`src/rtl/swc_pkg.sv`:
```
package swc_pkg;

    // Control state kept in the controller.
    typedef struct packed {
        logic asleep;   // oscillator stopped
        logic clr;      // watchdog clear pulse
        logic to;       // time-out flag
        logic pd;       // power-down flag
        logic wuf;      // pin-change wake flag
    } swc_core_t;

    localparam swc_core_t SWC_POR = '{asleep: 1'b0, clr: 1'b0, to: 1'b1, pd: 1'b1, wuf: 1'b0};

endpackage

```
`src/rtl/swc_sync.sv`:
```
module swc_sync #(
    parameter int W      = 3,
    parameter int STAGES = 2
) (
    input  logic         clk,
    input  logic         rst_n,
    input  logic [W-1:0] d_i,
    output logic [W-1:0] q_o
);
    generate
        if (STAGES <= 1) begin : g_single
            logic [W-1:0] sh_q;
            always_ff @(posedge clk or negedge rst_n) begin
                if (!rst_n) sh_q <= '0;
                else        sh_q <= d_i;
            end
            assign q_o = sh_q;
        end else begin : g_chain
            localparam int SW = STAGES * W;
            logic [SW-1:0] sh_q;
            always_ff @(posedge clk or negedge rst_n) begin
                if (!rst_n) sh_q <= '0;
                else        sh_q <= {sh_q[SW-W-1:0], d_i};
            end
            assign q_o = sh_q[SW-1 -: W];
        end
    endgenerate
endmodule

```
`src/rtl/swc_rst_stretch.sv`:
```
module swc_rst_stretch #(
    parameter int LEN = 4
) (
    input  logic clk,
    input  logic rst_n,
    input  logic fire_i,
    output logic active_o
);
    localparam int CW = $clog2(LEN + 1);

    logic [CW-1:0] cnt_d, cnt_q;

    always_comb begin
        cnt_d = cnt_q;
        if (fire_i)              cnt_d = CW'(LEN);
        else if (cnt_q != '0)    cnt_d = cnt_q - 1'b1;
    end

    always_ff @(posedge clk or negedge rst_n) begin
        if (!rst_n) cnt_q <= '0;
        else        cnt_q <= cnt_d;
    end

    assign active_o = (cnt_q != '0);


    held_len_chk: assert property (@(posedge clk) disable iff (!rst_n)
        (active_o && !fire_i && cnt_q > CW'(1)) |=> active_o);
endmodule

```
`src/rtl/swc_ctrl.sv`:
```
module swc_ctrl #(
    parameter int NPIN        = 3,
    parameter int SYNC_STAGES = 2,
    parameter int RST_LEN     = 4
) (
    input  logic            clk,
    input  logic            rst_n,
    input  logic            sleep_req_i,
    input  logic            ext_rst_n_i,
    input  logic            ext_rst_cfg_i,
    input  logic            wdt_en_i,
    input  logic            wdt_timeout_i,
    input  logic            woc_en_i,
    input  logic [NPIN-1:0] pins_i,
    input  logic            port_access_i,
    output logic            osc_en_o,
    output logic            wdt_clr_o,
    output logic            core_rst_o,
    output logic            flag_to_o,
    output logic            flag_pd_o,
    output logic            flag_wuf_o
);
    import swc_pkg::*;

    typedef struct packed {
        swc_core_t       c;
        logic [NPIN-1:0] refv;
    } swc_state_t;

    swc_state_t st_d, st_q;
    logic [NPIN-1:0] pins_s;
    logic ev_ext, ev_wdt, ev_chg, ev_any, fire;

    swc_sync #(.W(NPIN), .STAGES(SYNC_STAGES)) u_sync (
        .clk(clk), .rst_n(rst_n), .d_i(pins_i), .q_o(pins_s)
    );

    swc_rst_stretch #(.LEN(RST_LEN)) u_stretch (
        .clk(clk), .rst_n(rst_n), .fire_i(fire), .active_o(core_rst_o)
    );

    always_comb begin
        ev_ext = ext_rst_cfg_i && !ext_rst_n_i;
        ev_wdt = wdt_en_i && wdt_timeout_i;
        ev_chg = st_q.c.asleep && woc_en_i && (pins_s != st_q.refv);
        ev_any = ev_ext || ev_wdt || ev_chg;
        fire   = 1'b0;

        st_d       = st_q;
        st_d.c.clr = 1'b0;

        if (st_q.c.asleep) begin
            if (ev_any) begin
                fire          = 1'b1;
                st_d.c.asleep = 1'b0;
                st_d.c.clr    = 1'b1;
                if (ev_wdt) st_d.c.to  = 1'b0;
                if (ev_chg) st_d.c.wuf = 1'b1;
            end
        end else begin
            if (ev_ext || ev_wdt) begin
                fire = 1'b1;
                if (ev_wdt) st_d.c.to = 1'b0;
            end else if (sleep_req_i && !core_rst_o) begin
                st_d.c.asleep = 1'b1;
                st_d.c.clr    = 1'b1;
                st_d.c.to     = 1'b1;
                st_d.c.pd     = 1'b0;
            end
            if (port_access_i) st_d.refv = pins_s;
        end
    end

    always_ff @(posedge clk or negedge rst_n) begin
        if (!rst_n) begin
            st_q.c    <= SWC_POR;
            st_q.refv <= '0;
        end else begin
            st_q <= st_d;
        end
    end

    assign osc_en_o   = !st_q.c.asleep;
    assign wdt_clr_o  = st_q.c.clr;
    assign flag_to_o  = st_q.c.to;
    assign flag_pd_o  = st_q.c.pd;
    assign flag_wuf_o = st_q.c.wuf;


    sleep_entry_chk: assert property (@(posedge clk) disable iff (!rst_n)
        (osc_en_o && sleep_req_i && !core_rst_o && !ev_ext && !ev_wdt)
        |=> (!osc_en_o && !flag_pd_o && flag_to_o && wdt_clr_o));


    wake_reset_chk: assert property (@(posedge clk) disable iff (!rst_n)
        (!osc_en_o && ev_any) |=> (osc_en_o && core_rst_o && wdt_clr_o));


    stay_asleep_chk: assert property (@(posedge clk) disable iff (!rst_n)
        (!osc_en_o && !ev_any) |=> !osc_en_o);


    pd_sticky_chk: assert property (@(posedge clk) disable iff (!rst_n)
        !flag_pd_o |=> !flag_pd_o);


    wuf_sticky_chk: assert property (@(posedge clk) disable iff (!rst_n)
        flag_wuf_o |=> flag_wuf_o);


    no_sleep_in_reset_chk: assert property (@(posedge clk) disable iff (!rst_n)
        (osc_en_o && core_rst_o) |=> osc_en_o);
endmodule

```
`config.mk`:
```
export PLATFORM = sky130hd
export DESIGN_NAME = swc_ctrl
export DESIGN_NICKNAME = d
export VERILOG_FILES = /design/src/rtl/swc_pkg.sv /design/src/rtl/swc_sync.sv /design/src/rtl/swc_rst_stretch.sv /design/src/rtl/swc_ctrl.sv
export SDC_FILE = /design/constraint.sdc
export NUM_CORES = 1
export LEC_CHECK = 0
export BUFFER_PORTS_ARGS = -buffer_cell sky130_fd_sc_hd__buf_2
export CORE_MARGIN = 3
export CORE_UTILIZATION = 30
export CTS_CLUSTER_SIZE = 10
export DETAILED_ROUTE_END_ITERATION = 7
export HOLD_SLACK_MARGIN = 0.06
export SLEW_MARGIN = 30
export SYNTH_ARGS = -nofsm -noshare
export SYNTH_HDL_FRONTEND = slang
export SYNTH_SLANG_ARGS = --single-unit
export TNS_END_PERCENT = 1
```
`constraint.sdc`:
```
create_clock -name clk -period 3.36 [get_ports clk]
set_clock_uncertainty 0.1 [all_clocks]
set_input_delay 0.168 -clock clk [delete_from_list [all_inputs] [get_ports clk]]
set_output_delay 0.168 -clock clk [all_outputs]
set_load 0.01 [all_outputs]
```
==> qor.csv, run 1 <==
metric,value,unit
outcome,completed,
Critical Path Fanout Max,5,
syn_nets,67,
vias in the first global route,482,
DP Area,846,µm²
first-pass GRT wire length,1880,µm
I/O pin total,18,
Worst path slowest cell,dlygate4sd3_1,
# diodes,0,
Avg Inst Size Synth,13.7,µm²
Critical Path Source Type,flop,
top_reg_cell synth,dfrtp_1,
Final Cycle Share,0.581,
cells along the critical path,inv_1 -> ha_1 -> nand2b_4 -> nor3b_2 -> a21oi_1 -> a21oi_1 -> dlygate4sd3_1,
DP Wirelength,856,µm
Rows,17,
RSZ-0062 raised after global routing,no,
P_leak,0.439,nW
CP Data Required Time,3.49,ns
Post-Layout Cell Count,108,
worst-margin pin slew,0.357,ns
Most common cell on crit path,a21oi_1,
clk_lat worst skew,0.28,ns
R2R Setup Slk,1.41,ns
grt ovf,0,
Reg-to-Reg Start,u_stretch.cnt_q[0]$_DFFE_PN0P_,
Max stage delay on crit path,0.55,ns
"EDFF count, synth",0,
max_cap viols,0,
All-Layer GR Usage,0.0881,
Critical Path AT,2.08,ns
Final ANT Viol Nets,0,
Setup CP Type,reg2reg,
register area share after synthesis,0.590,
Initial DRT Pass Iterations,4,
worst r2r path cells,7,
crit end category,flop,
DIE HEIGHT,55.2,µm
"Warnings, synthesis",0,
Post-Route WL,1100,µm
cts bufs inserted,3,
"Reg clk slew, reported paths",0.09,ns
gpl congestion,0.659,
Crit. Startpoint,u_stretch.cnt_q[0]$_DFFE_PN0P_,
port bufs,17,
Fill cells,226,
Peak VDD IR,0.350,mV
drt via density,4.19,
fraction of registers with async set/reset,1.00,
Max Root-Sink Buffers,2,
die area,3050,µm²
Die X,55.2,µm
DRC errors left,0,
fin. max-slew vios,0,
# nets final,95,
RR Endpoint,flag_to_o$_DFFE_PN1P_,
"Distinct cells, synth",22,
Worst setup endpoint,flag_to_o$_DFFE_PN1P_,
largest net degree at the start of global routing,18,
Area Overhead vs Synth,28.4,%
final worst setup slack,1.41,ns
min-delay worst type,in2reg,
Tmin final,1.95,ns
CTS H-Tree Depth,1,
drt initial violations,9,
Highest Clock Rate,0.512,GHz
final instance area,932,µm²
clock root cell,clkbuf_4,
clock sink total,17,
antenna violations before repair,0,
Setup WS pre-CTS,1.87,ns
fraction of layout cells with a size suffix above 1,0.425,
Total Power,0.587,mW
Hold Path Depth,2,
Initial Utilization,0.322,
WL/cell,10.2,µm
via count,453,
Setup TNS Final,0,ns
"Setup Fix Bufs, Post-CTS",0,
Core Box Area,2250,µm²
Power Dens Cells,630,nW/µm²
final hold vios,0,
CTS tree,yes,
Slew headroom,0.762,
Final setup viols,0,
Cells after Synth,53,
Yosys reg bits,17,
Synth Cell Area,726,µm²
DP Cell Count,98,
## power breakdown
part           internal [mW]  switching [mW]  leakage (nW)  total [mW]
clock                 0.0460          0.0574        0.0150       0.103
sequential             0.252          0.0274         0.199       0.279
combinational          0.107          0.0971         0.225       0.205
## synth_stat cells, drive strengths merged (2+ instances only)
cell    count  area share
and2        2       0.017
dfrtp      15        0.52
nand2       4       0.021
xnor2       4       0.079
dfstp       2       0.072
ha          2       0.034
a21oi       5       0.034
mux2        3       0.047
inv         4       0.021
nand3       2       0.021
nand2b      2       0.028
## worst min path at each step
stage             start                             end  slack [ns]
6_report       woc_en_i          flag_wuf_o$_DFFE_PN0P_        0.11
5_1_grt        woc_en_i          flag_wuf_o$_DFFE_PN0P_        0.09
4_1_cts        woc_en_i  u_stretch.cnt_q[2]$_DFFE_PN0P_         0.1
3_5_place_dp      rst_n  u_stretch.cnt_q[1]$_DFFE_PN0P_        0.01
3_3_place_gp      rst_n  u_stretch.cnt_q[1]$_DFFE_PN0P_       0.005
2_1_floorplan     rst_n          flag_wuf_o$_DFFE_PN0P_       -0.23
## routing by layer
layer  GRT usage  up-vias  wire length [µm]
met5           0        -                 0
met4      0.0486        0                14
met3      0.0322        2                90
met2       0.130       17               489
met1       0.111      203               509
li1            -      231                 -
## layout by cell type (no fill, tap or decap), drive strengths merged
cell type and n:
nand3 2, dfrtp 15, o211a 1, a21oi 5, o21ai 1, clkbuf 4
dlygate4sd3 6, dfstp 2, inv 4, nor3b 1, a31oi 1, o21ba 1
nor2b 1, nand2b 2, and2 2, nand2 4, a31o 1, nor3 1
mux2 3, buf 17, xnor2 4, ha 2
## flip-flops by register name (all words and copies together) (netlist names)
signal and count:
u_stretch.cnt_q 3, flag_pd_o 1, flag_to_o 1, st_q 4, wdt_clr_o 1, u_sync.g_chain.sh_q 6, flag_wuf_o 1
## cell families (layout without fill, tap and decap cells)
group	after synthesis	count (layout)	share of synthesized area
DFF	17	17	0.590
and+or+nand+nor	13	13	0.119
AOI/OAI and AO/OA	10	10	0.110
xor gates and xnor gates	4	4	0.0793
buffers and inverters	4	31	0.0207
muxes	3	3	0.0465
adders and majority gates	2	2	0.0345
## stage by stage
step / utilization / hold slack [ns]
global route: 0.413 / 0.0946
CTS: 0.413 / 0.0984
finish: 0.413 / 0.107
floorplan: - / -0.228
detailed placement: 0.375 / 0.0124
global placement: 0.375 / 0.00463
## area by class of cell
type                            instances  area (µm²)  area share
Timing Repair Buffer                   23         145       0.156
Sequential cell                        17         428       0.459
Inverter                                4        15.0      0.0161
Multi-Input combinational cell         32         283       0.303
Clock buffer                            4        26.3      0.0282
Tap cell                               28        35.0      0.0376
## timing repair
action	CTS	global route
hold endpoints to repair	21	0
gates resized for setup	0	0
hold buffers	6	0
## worst max-delay path, delay by kind of cell, from the launching register on
family	cells	cell delay (ns)
DFF	1	0.37
and+or+nand+nor	2	0.33
adders and majority gates	1	0.23
AOI/OAI and AO/OA	2	0.21
buffers and inverters	2	0.66
Note: power is estimated with default switching activity, not from simulation.
==> run 2: changes to the inputs <==
clock period = 1.9 ns   (was 3.36 ns; I/O delays follow)
==> run 2 against run 1 <==
Net effect:
- sequential share of layout area fell by 0.97 points
- non-clock buffer count rose by 2
- critical path type unchanged
- clock-buffer cell count did not move
- global-route usage rose by 0.34 points
- power rose by 76%
- critical path depth fell by 1
- first-iteration DRC count fell by 22%
- combinational power rose by 73%
- maximum frequency rose by 33%
- sequential cell count did not move
==> qor.csv, run 2 (synthesized netlist as in run 1, its figures left out) <==
metric,value,unit
Peak VDD IR,0.543,mV
cts bufs inserted,3,
Final ANT Viol Nets,0,
clock sink total,17,
P_leak,0.446,nW
CP Data Required Time,2.03,ns
antenna violations before repair,0,
first-pass GRT wire length,1900,µm
R2R Setup Slk,0.43,ns
max reg flops,6,
die area,3050,µm²
"commonest non-fill, non-tap cell in the layout",buf_2,
largest registers,"u_sync.g_chain.sh_q (6), st_q (4), u_stretch.cnt_q (3)",
Slew headroom,0.758,
RSZ-0062 raised after global routing,no,
CTS resizes,0,
gr busiest metal,met2,
grt met1 use,0.111,
outcome,completed,
"commonest cells after routing, fill and taps aside","buf_2, dfrtp_1, dlygate4sd3_1",
RR Endpoint,flag_pd_o$_DFFE_PN1P_,
hold_buf cts,8,
DIE HEIGHT,55.2,µm
Post-Route WL,1170,µm
# nets final,97,
port bufs,17,
Setup TNS Final,0,ns
Highest Clock Rate,0.681,GHz
Worst path slowest cell,dfrtp_1,
Final Cycle Share,0.772,
largest register by flop count,u_sync.g_chain.sh_q,
gpl congestion,0.659,
final hold slack,0.135,ns
Rows,17,
CTS tree,yes,
Total Power,1.03,mW
Setup CP Type,reg2reg,
CTS H-Tree Depth,1,
GRT met2 Usage,0.140,
Core Box Area,2250,µm²
Reg-to-Reg Start,u_stretch.cnt_q[0]$_DFFE_PN0P_,
Final setup viols,0,
Die X,55.2,µm
Max Root-Sink Buffers,2,
worst-margin pin slew,0.364,ns
WL/cell,10.6,µm
Initial Utilization,0.322,
# diodes,0,
worst r2r path cells,6,
Critical Path AT,1.59,ns
GR Util met3,0.0268,
drt via density,4.28,
All-Layer GR Usage,0.0915,
Power Dens Cells,1090,nW/µm²
Critical Path Source Type,flop,
I/O pin total,18,
vias in the first global route,470,
Util after Layout,0.422,
Max stage delay on crit path,0.37,ns
largest net degree at the start of global routing,18,
Area Overhead vs Synth,31.2,%
drt initial violations,7,
DRC errors left,0,
min-delay worst type,in2async,
Initial DRT Pass Iterations,4,
Tmin final,1.47,ns
fraction of layout cells with a size suffix above 1,0.415,
grt ovf,0,
cells along the critical path,inv_1 -> ha_1 -> nand2b_4 -> nor3b_2 -> nand3_1 -> and2_1,
crit end category,flop,
dominant delay contributor by cell family on the critical path,simple AND/OR/NAND/NOR gates,
fin. max-slew vios,0,
final hold vios,0,
Critical Path Fanout Max,5,
clk_lat worst skew,0.28,ns
"Reg clk slew, reported paths",0.09,ns
max_cap viols,0,
CP Buf/Inv Count,1,
clock root cell,clkbuf_4,
via count,471,
"Setup Fix Bufs, Post-CTS",0,
[run 2: area by class of cell]
type / instances / area (µm²)
Sequential cell: 17 / 428
Inverter: 4 / 15.0
Clock buffer: 4 / 26.3
Timing Repair Buffer: 25 / 165
Tap cell: 28 / 35.0
Multi-Input combinational cell: 32 / 283
Fill cell: 228 / 1300
[run 2: worst max-delay path by stage]
stage          slack, ns                     to                            from  depth (start not counted)
3_5_place_dp        0.44  flag_pd_o$_DFFE_PN1P_  u_stretch.cnt_q[0]$_DFFE_PN0P_                          6
2_1_floorplan       0.53  flag_pd_o$_DFFE_PN1P_  u_stretch.cnt_q[0]$_DFFE_PN0P_                          6
5_1_grt             0.33  flag_pd_o$_DFFE_PN1P_  u_stretch.cnt_q[0]$_DFFE_PN0P_                          6
4_1_cts             0.42  flag_pd_o$_DFFE_PN1P_  u_stretch.cnt_q[0]$_DFFE_PN0P_                          6
3_3_place_gp        0.49  flag_pd_o$_DFFE_PN1P_  u_stretch.cnt_q[0]$_DFFE_PN0P_                          6
6_report            0.43  flag_pd_o$_DFFE_PN1P_  u_stretch.cnt_q[0]$_DFFE_PN0P_                          6
[run 2: worst reg2reg max path: cells and delay by family, from the launching register on]
family	cells	cell delay (ns)
adders and majority gates	1	0.23
buffers and inverters	1	0.11
DFF	1	0.37
and+or+nand+nor	4	0.61
[run 2: per-stage QoR]
step	area (µm²)	setup slack [ns]	std cells
6_report	952	0.432	110
5_1_grt	952	0.335	110
4_1_cts	952	0.423	110
3_5_place_dp	846	0.436	98
3_3_place_gp	846	0.486	98
2_1_floorplan	726	0.526	53
[run 2: per-layer routing]
layer / vias up / share of wire
met5: - / 0
met2: 17 / 0.47
met4: 0 / 0.013
met3: 2 / 0.060
met1: 216 / 0.46
li1: 236 / -
[run 2: report_power, final]
part	total (mW)	internal (mW)	leakage, nW	switching [mW]
Clock	0.186	0.0815	0.0150	0.104
Sequential	0.495	0.445	0.199	0.0497
Combinational	0.354	0.183	0.232	0.172
Total	1.03	0.709	0.446	0.325
==> run 3: changes to the inputs <==
clock period = 1.5 ns   (was 1.9 ns; I/O delays follow)
==> run 3 against run 2 <==
Net effect:
- non-clock buffer count is 1 higher
- register-to-register slack got worse by 0.33 ns
- sequential cell count unchanged
- sequential share of layout area decreased by 1.4 points
- sequential power grew 26%
- clock power rose by 38%
- global-route usage up 0.69 points
- clock-buffer cell count decreased by 1
- cell count is 0.91% higher
- utilization increased by 1.3 points
- via count rose by 2.3%
- wire length is 1.5% higher
- critical path type unchanged
==> qor.csv, run 3 (synthesized netlist as in run 1, its figures left out) <==
metric,value,unit
outcome,completed,
drt initial violations,2,
clk_lat worst skew,0.30,ns
worst r2r path cells,6,
Setup CP Type,reg2reg,
CTS H-Tree Depth,1,
P_leak,0.452,nW
first-pass GRT wire length,1970,µm
"commonest cells after routing, fill and taps aside","buf_2, dfrtp_1, dlygate4sd3_1",
Critical Path Fanout Max,5,
"commonest non-fill, non-tap cell in the layout",buf_2,
"Setup Fix Bufs, Post-CTS",0,
Post-Route WL,1180,µm
clock sink total,17,
die area,3050,µm²
Slew headroom,0.761,
via count,482,
Hold Path Depth,4,
Rows,17,
clock root cell,clkbuf_4,
drt via density,4.34,
CTS tree,yes,
grt ovf,0,
crit end category,flop,
Setup WS pre-CTS,0.0610,ns
gpl congestion,0.641,
"Reg clk slew, reported paths",0.10,ns
port bufs,17,
largest register by flop count,u_sync.g_chain.sh_q,
final hold vios,0,
Final Cycle Share,0.932,
max reg flops,6,
# nets final,98,
final worst setup slack,0.102,ns
Critical Path Source Type,flop,
min-delay worst type,in2reg,
Final setup viols,0,
WL/cell,10.7,µm
Max Root-Sink Buffers,2,
R2R Setup Slk,0.10,ns
Critical Path AT,1.54,ns
CP Data Required Time,1.64,ns
Initial Utilization,0.322,
Worst setup endpoint,flag_pd_o$_DFFE_PN1P_,
cts bufs inserted,3,
fin. max-slew vios,0,
vias in the first global route,480,
Peak VDD IR,0.768,mV
I/O pin total,18,
DIE HEIGHT,55.2,µm
Fill cells,217,
Total Power,1.38,mW
Final ANT Viol Nets,0,
Tmin final,1.40,ns
Core Box Area,2250,µm²
antenna violations before repair,0,
Initial DRT Pass Iterations,4,
# diodes,0,
RR Endpoint,flag_pd_o$_DFFE_PN1P_,
Crit. Startpoint,u_stretch.cnt_q[0]$_DFFE_PN0P_,
Reg-to-Reg Start,u_stretch.cnt_q[0]$_DFFE_PN0P_,
Power Dens Cells,1410,nW/µm²
Area Overhead vs Synth,35.3,%
Die X,55.2,µm
fraction of layout cells with a size suffix above 1,0.446,
max_cap viols,0,
All-Layer GR Usage,0.0984,
RSZ-0062 raised after global routing,no,
largest registers,"u_sync.g_chain.sh_q (6), st_q (4), u_stretch.cnt_q (3)",
Setup TNS Final,0,ns
Highest Clock Rate,0.715,GHz
largest net degree at the start of global routing,18,
worst-margin pin slew,0.358,ns
DRC errors left,0,
## run 3: metal layers
metal | track usage | up-vias | wire, µm
met1 | 0.122 | 219 | 540
met4 | 0.0850 | 0 | 43
met2 | 0.138 | 18 | 515
met5 | 0 | - | 0
li1 | - | 240 | -
met3 | 0.0295 | 5 | 84
## run 3: critical path, cell delays in order (launching register included)
cell	delay [ns]
dfrtp_1	0.38
inv_1	0.13
ha_4	0.17
nand2b_4	0.08
nor3b_4	0.21
nand3_1	0.11
and2_1	0.16
## run 3: cell type report
class	instances	area, µm²	share of cell area
Sequential cell	17	428	0.436
Multi-Input combinational cell	32	302	0.307
Timing Repair Buffer	26	173	0.176
Tap cell	28	35.0	0.0357
Clock buffer	3	22.5	0.0229
Inverter	4	15.0	0.0153
Clock inverter	1	7.51	0.00764
## run 3: worst min-delay path by stage
stage	from	end
floorplan	rst_n	flag_wuf_o$_DFFE_PN0P_
global route	sleep_req_i	wdt_clr_o$_DFF_PN0_
detailed placement	rst_n	u_stretch.cnt_q[1]$_DFFE_PN0P_
global placement	rst_n	u_stretch.cnt_q[1]$_DFFE_PN0P_
CTS	ext_rst_n_i	wdt_clr_o$_DFF_PN0_
finish	ext_rst_n_i	wdt_clr_o$_DFF_PN0_
## run 3: power breakdown
group | internal, mW | switching (mW) | leakage [nW]
Sequential | 0.564 | 0.0585 | 0.199
Combinational | 0.263 | 0.242 | 0.239
Clock | 0.102 | 0.154 | 0.0139
Total | 0.928 | 0.455 | 0.452
## run 3: timing repair
action / CTS / global route
hold endpoints to repair: 26 / 0
gates resized for setup: 0 / 3
hold buffers: 8 / 0
endpoints found under the setup margin: 0 / 3
## run 3: per-stage QoR
stage	cell area [µm²]	util	std cells	hold slack (ns)
after floorplan	726	-	53	-0.321
after global placement	853	0.378	99	-0.0884
after detailed placement	853	0.378	99	-0.0886
after CTS	963	0.427	111	0.0639
after global routing	982	0.436	111	0.0947
final	982	0.436	111	0.0735
